===== src/rtl/pit_pkg.sv =====
package pit_pkg;

  typedef enum logic [1:0] {
    SEL_SCALE  = 2'd0,
    SEL_PERIOD = 2'd1,
    SEL_COUNT  = 2'd2,
    SEL_NONE   = 2'd3
  } regSel_e;

  typedef struct packed {
    logic ldScale;
    logic ldPeriod;
    logic ldCount;
    logic reload;
    logic decr;
  } pitStrobe_t;

endpackage


===== src/rtl/pit_datapath.sv =====
module pit_datapath
  import pit_pkg::*;
#(
  parameter int COUNT_W = 16,
  parameter int SCALE_W = 8
) (
  input  logic               clk,
  input  logic               rstN,
  input  pitStrobe_t         strb,
  input  logic [COUNT_W-1:0] wrData,
  output logic [SCALE_W-1:0] scaleQ,
  output logic [COUNT_W-1:0] countQ,
  output logic               countZero
);

  logic [COUNT_W-1:0] periodQ;

  always_ff @(posedge clk) begin
    if (!rstN) begin
      scaleQ <= '0;
    end else if (strb.ldScale) begin
      scaleQ <= wrData[SCALE_W-1:0];
    end
  end

  always_ff @(posedge clk) begin
    if (!rstN) begin
      periodQ <= '0;
    end else if (strb.ldPeriod) begin
      periodQ <= wrData;
    end
  end

  // load wins over reload, reload over decrement
  always_ff @(posedge clk) begin
    if (!rstN) begin
      countQ <= '0;
    end else if (strb.ldCount) begin
      countQ <= wrData;
    end else if (strb.reload) begin
      countQ <= periodQ;
    end else if (strb.decr) begin
      countQ <= countQ - COUNT_W'(1);
    end
  end

  assign countZero = (countQ == '0);

endmodule


===== src/rtl/pit_control.sv =====
module pit_control
  import pit_pkg::*;
#(
  parameter int SCALE_W = 8
) (
  input  logic               clk,
  input  logic               rstN,
  input  logic               wrEn,
  input  logic [1:0]         wrSel,
  input  logic               runEn,
  input  logic [SCALE_W-1:0] scaleQ,
  input  logic               countZero,
  output pitStrobe_t         strb,
  output logic               irqQ
);

  logic [SCALE_W-1:0] presCnt;
  logic               tick;
  regSel_e            sel;

  assign sel = regSel_e'(wrSel);

  always_comb begin
    strb          = '0;
    strb.ldScale  = wrEn && (sel == SEL_SCALE);
    strb.ldPeriod = wrEn && (sel == SEL_PERIOD);
    strb.ldCount  = wrEn && (sel == SEL_COUNT);
    // >= so that a shrunk scale still wraps at once
    tick          = runEn && (presCnt >= scaleQ) && !strb.ldCount;
    strb.reload   = tick && countZero;
    strb.decr     = tick && !countZero;
  end

  always_ff @(posedge clk) begin
    if (!rstN) begin
      presCnt <= '0;
    end else if (strb.ldCount) begin
      presCnt <= '0;
    end else if (runEn) begin
      presCnt <= tick ? '0 : presCnt + SCALE_W'(1);
    end
  end

  always_ff @(posedge clk) begin
    if (!rstN) begin
      irqQ <= 1'b0;
    end else begin
      irqQ <= strb.reload;
    end
  end

endmodule


===== src/rtl/prescaled_interval_timer.sv =====
module prescaled_interval_timer
  import pit_pkg::*;
#(
  parameter int COUNT_W = 16,
  parameter int SCALE_W = 8
) (
  input  logic               clk,
  input  logic               rstN,
  input  logic               wrEn,
  input  logic [1:0]         wrSel,
  input  logic [COUNT_W-1:0] wrData,
  input  logic               runEn,
  output logic               tickIrq,
  output logic [COUNT_W-1:0] countVal
);

  pitStrobe_t         strb;
  logic [SCALE_W-1:0] scaleQ;
  logic               countZero;

  pit_control #(.SCALE_W(SCALE_W)) u_ctrl (
    .clk       (clk),
    .rstN      (rstN),
    .wrEn      (wrEn),
    .wrSel     (wrSel),
    .runEn     (runEn),
    .scaleQ    (scaleQ),
    .countZero (countZero),
    .strb      (strb),
    .irqQ      (tickIrq)
  );

  pit_datapath #(.COUNT_W(COUNT_W), .SCALE_W(SCALE_W)) u_dp (
    .clk       (clk),
    .rstN      (rstN),
    .strb      (strb),
    .wrData    (wrData),
    .scaleQ    (scaleQ),
    .countQ    (countVal),
    .countZero (countZero)
  );

endmodule


===== config.mk =====
export PLATFORM = sky130hd
export DESIGN_NAME = prescaled_interval_timer
export DESIGN_NICKNAME = d
export VERILOG_FILES = /design/src/rtl/pit_pkg.sv /design/src/rtl/pit_datapath.sv /design/src/rtl/pit_control.sv /design/src/rtl/prescaled_interval_timer.sv
export SDC_FILE = /design/constraint.sdc
export NUM_CORES = 1
export LEC_CHECK = 0
export BUFFER_PORTS_ARGS = -buffer_cell sky130_fd_sc_hd__buf_4
export CAP_MARGIN = 10
export CORE_UTILIZATION = 60
export CTS_BUF_LIST = sky130_fd_sc_hd__clkbuf_4
export CTS_CLUSTER_DIAMETER = 80
export DETAILED_ROUTE_END_ITERATION = 10
export PLACE_DENSITY = 0.8
export SYNTH_ARGS = -nofsm -noshare
export SYNTH_HDL_FRONTEND = slang
export SYNTH_HIERARCHICAL = 1
export SYNTH_SLANG_ARGS = --single-unit

===== constraint.sdc =====
create_clock -name clk -period 5 [get_ports clk]
set_input_delay 1 -clock clk [delete_from_list [all_inputs] [get_ports clk]]
set_output_delay 1 -clock clk [all_outputs]
set_load 0.02 [all_outputs]

==> run summary <==
The number of buffers created by CTS is 5, and the maximum ir drop on the vdd rail is 0.000170 V. In this run the register-to-register setup slack is 1930 ps. The run finished, with violations left.

In this run the power density over the cells is 458 nW/um^2. For the worst setup path, the data arrival time is 3340 ps. 0 antenna diodes ended up in the layout. In this run, post-CTS repair resized a total of 0 instances. The logs give 1870 ps for the post-placement setup slack and 48 for the largest net degree at the start of global routing.

For the worst-case headroom to the max-slew limit, the log shows 0.299. The number of cell rows was 24; the CTS clock-pin slew for the worst setup and hold paths was 140 ps. The clock period could shrink to 3070 ps. The area of the die was 4970 um^2; the number of max-cap violations was 0.

For this block, the via count after detailed routing is 2350. In the final timing run, aggregate negative setup slack is 0 ps. Counting every net in the synthesized netlist gives 340. After the last flow step, the layout net total stands at 370. Setup repair after global routing left no endpoint under its margin. Using the TritonRoute via totals, the vias-per-cell ratio works out to 6.01. The violation count after the first detailed-route iteration came out at 308. The worst-margin pin slew works out to 1050 ps.

Per-cell routed wire length: 15.9 um. In this run the worst path has a maximum fanout of 27. On the critical path the largest part of the delay comes from compound AO/OA/AOI/OAI gates. The number of flops mapped to enable cells by yosys works out to 0. In the final layout, the multi-input gates occupy 1660 um^2. The library cells used most frequently in the layout, excluding fill and tap cells, are sky130_fd_sc_hd__dfxtp_1, sky130_fd_sc_hd__buf_4, sky130_fd_sc_hd__mux2i_1, sky130_fd_sc_hd__nor2b_1, sky130_fd_sc_hd__nand2_1. From bottom edge to top edge, the die measures 70.5 um. The count of nets left with antenna violations once routing finished came out at 0.

For the required time at the worst-slack endpoint, the log shows 5270 ps. Largest stage delay on the critical path: 480 ps. Summed over all cells, the static leakage comes to 1.19 nW. The hold path startpoint is u_dp/periodQ[14]. The tools report the global-route wire length before repair as 10.3 mm.

Predominant post-synthesis flop cell: sky130_fd_sc_hd__dfxtp_1. The checks that failed: DRC. The critical path contains buffers and inverters numbering 2 combined. The clock reaches the later pin of the worst-skew pair after 360 ps.

TritonCTS built the clock tree. The worst register-to-register path begins at u_ctrl/presCnt[0]. The count of buffers added on input and output ports is 38. Setup violations remaining at the end of the flow were counted as 0. The worst setup path is captured at a flop.

The final layout contains routed wiring with a total length of 6.21 mm. The share of the cycle needed by the critical path after routing was 0.614; the number of antenna violations at the first check in global routing was 0. For the post-synthesis instance total, the log shows 308.

The share of the yosys chip area belonging to registers is 0.348, and the cts-stage hold buffer count is 0. The post-route clock skew was 13.8 ps; the die width was 70.5 um. Setup slack closes at 1930 ps. The starting density of the core is 0.634, and the placer congestion estimate is 0.855.

The total number of H-tree levels came out at 2. After clock tree synthesis, the setup repair step added 0 buffers. In this run the deepest clock path goes through 2 buffers. Critical path startpoint category: a flop.

The cell depth of the worst min-delay path works out to 2. The cell at the slowest stage of the critical path is sky130_fd_sc_hd__a2111oi_4. The overall routing resource usage is 0.257, and the area growth from synthesis to layout is 12.0%. Remaining global-route overflow: 0. The signal on the critical path passes through inv_1 -> ha_1 -> nand2b_4 -> a2111oi_4 -> o21ai_4 -> and3_2 -> inv_1 -> o21ai_0 -> o21ai_0 -> nand2_1 -> a311oi_1.

After synthesis the netlist holds a flip-flop and latch count of 49. The max-slew violation count was 0. Leading cell type in the layout, fill and taps excluded: sky130_fd_sc_hd__dfxtp_1. The type of the worst setup path is flop to flop. The total area inside the core boundary comes to 4440 um^2. Total iterations of the first detailed-routing run: 8. The tightest min-delay check is of the flop to flop type.

The layout cell share with drive strength beyond 1 is 0.180. Counting cells, the worst reg-to-reg path comes to 11. Filler cell count in the final layout: 351. Destination of the worst register-to-register timing path: u_dp/countQ[12].

The share of async-settable or async-resettable flops after synthesis was 0. The clock net sink count came out at 49. Registers take 981 um^2. Timing would allow up to 0.326 GHz. Final HPWL from detailed placement: 4.35 mm. Synthesis instantiated 61 different standard cells from the library.

The mapped netlist covers 2820 um^2. The detailed-route DRC error count came out at 6. The capture endpoint of the worst hold path was u_dp/periodQ[14]. For the number of ports placed on the die boundary, the log shows 39. For this run, the number of Yosys warnings is 6. The run gives 2251 as the number of global-route vias before repair.

The tools report the CTS root buffer as sky130_fd_sc_hd__clkbuf_4. The final number of hold-violating endpoints is 0, and the post-synthesis area per instance is 9.15 um^2.
-- through the flow --
stage               std cells  hold WS, ps  utilization  cell area, um^2  power [mW]
floorplan                 308          473            -             2820        1.04
global placement          383          496        0.692             3080        1.20
detailed placement        383          505        0.692             3080        1.21
CTS                       391          534        0.710             3160        1.45
global route              391          557        0.710             3160        1.54
finish                    391          529        0.710             3160        1.45
-- sequential cells by signal, summed over array words and instances (netlist names) --
name / cells
u_dp/periodQ: 16
u_ctrl/irqQ: 1
u_dp/scaleQ: 8
u_ctrl/presCnt: 8
u_dp/countQ: 16
-- report_power, final --
part / internal, mW / switching (mW) / leakage [nW]
combinational: 0.301 / 0.372 / 0.757
clock: 0.104 / 0.129 / 0.0389
sequential: 0.449 / 0.0906 / 0.399
total: 0.854 / 0.592 / 1.19
-- worst reg2reg max path: stages (launching register included) --
cell and delay (ps):
sky130_fd_sc_hd__dfxtp_1 440, sky130_fd_sc_hd__inv_1 100, sky130_fd_sc_hd__ha_1 280, sky130_fd_sc_hd__nand2b_4 150, sky130_fd_sc_hd__a2111oi_4 480, sky130_fd_sc_hd__o21ai_4 160
sky130_fd_sc_hd__and3_2 390, sky130_fd_sc_hd__inv_1 380, sky130_fd_sc_hd__o21ai_0 120, sky130_fd_sc_hd__o21ai_0 150, sky130_fd_sc_hd__nand2_1 70, sky130_fd_sc_hd__a311oi_1 250
-- cell usage after synthesis (2+ instances only) --
library cell | count | area share
sky130_fd_sc_hd__dfxtp_1 | 49 | 0.35
sky130_fd_sc_hd__nor4_2 | 2 | 0.0089
sky130_fd_sc_hd__o21ai_1 | 3 | 0.0053
sky130_fd_sc_hd__nand3_1 | 7 | 0.012
sky130_fd_sc_hd__nand2_1 | 22 | 0.029
sky130_fd_sc_hd__nor4_1 | 3 | 0.0067
sky130_fd_sc_hd__buf_4 | 2 | 0.0053
sky130_fd_sc_hd__nor2_1 | 13 | 0.017
sky130_fd_sc_hd__nand2b_1 | 3 | 0.0067
sky130_fd_sc_hd__o311ai_0 | 2 | 0.0062
sky130_fd_sc_hd__nand4_1 | 7 | 0.016
sky130_fd_sc_hd__nor3_1 | 5 | 0.0089
sky130_fd_sc_hd__mux2i_1 | 26 | 0.092
sky130_fd_sc_hd__buf_6 | 3 | 0.012
sky130_fd_sc_hd__a21oi_1 | 7 | 0.012
sky130_fd_sc_hd__clkbuf_1 | 8 | 0.011
sky130_fd_sc_hd__o2111ai_1 | 2 | 0.0062
sky130_fd_sc_hd__ha_1 | 10 | 0.044
sky130_fd_sc_hd__a31oi_1 | 2 | 0.0044
sky130_fd_sc_hd__o31ai_1 | 4 | 0.011
sky130_fd_sc_hd__and2_1 | 3 | 0.0067
sky130_fd_sc_hd__xnor2_1 | 6 | 0.019
sky130_fd_sc_hd__xor2_1 | 10 | 0.031
sky130_fd_sc_hd__nor4b_1 | 3 | 0.0093
sky130_fd_sc_hd__a211oi_1 | 6 | 0.016
sky130_fd_sc_hd__or3_1 | 4 | 0.0089
sky130_fd_sc_hd__inv_1 | 18 | 0.024
sky130_fd_sc_hd__o21a_1 | 3 | 0.0080
sky130_fd_sc_hd__nor3b_1 | 2 | 0.0053
sky130_fd_sc_hd__nor2b_1 | 25 | 0.056
sky130_fd_sc_hd__o211ai_1 | 4 | 0.011
sky130_fd_sc_hd__buf_2 | 2 | 0.0036
sky130_fd_sc_hd__o21ai_0 | 14 | 0.025
-- cells by family (layout without fill, tap and decap cells) --
family / count (synthesis) / count (layout) / share of synthesized area
and+or+nand+nor: 111 / 111 / 0.236
buffers and inverters: 35 / 66 / 0.0617
xor gates and xnor gates: 16 / 16 / 0.0497
DFF: 49 / 49 / 0.348
AOI/OAI and AO/OA: 60 / 60 / 0.163
muxes: 27 / 27 / 0.0964
adders and majority gates: 10 / 10 / 0.0444
-- worst max path at each step --
stage	startpoint	to	slack [ps]	cells after the start
after detailed placement	wrSel[0]	u_dp/countQ[12]	1870	9
final	u_ctrl/presCnt[0]	u_dp/countQ[12]	1930	11
after CTS	u_ctrl/presCnt[0]	u_dp/countQ[12]	1950	11
after global routing	u_ctrl/presCnt[0]	u_dp/countQ[12]	1700	11
after floorplan	u_dp/scaleQ[7]	u_dp/countQ[4]	2160	11
after global placement	u_dp/scaleQ[7]	u_dp/countQ[4]	1980	12
-- layer usage --
| metal | GRT usage | share of wire | wire, um |
|---|---|---|---|
| met1 | 0.339 | 0.47 | 2920 |
| met2 | 0.441 | 0.49 | 3040 |
| met3 | 0.0313 | 0.030 | 186 |
| met4 | 0.0800 | 0.012 | 72 |
| met5 | 0 | 0 | 0 |
-- layout make-up --
class                           instances  area share
Tap cell                               52      0.0206
Clock inverter                          3      0.0131
Timing Repair Buffer                   40      0.0952
Inverter                               18      0.0214
Clock buffer                            5      0.0119
Multi-Input combinational cell        224       0.527
Sequential cell                        49       0.311
(Power assumes the default switching activity.)
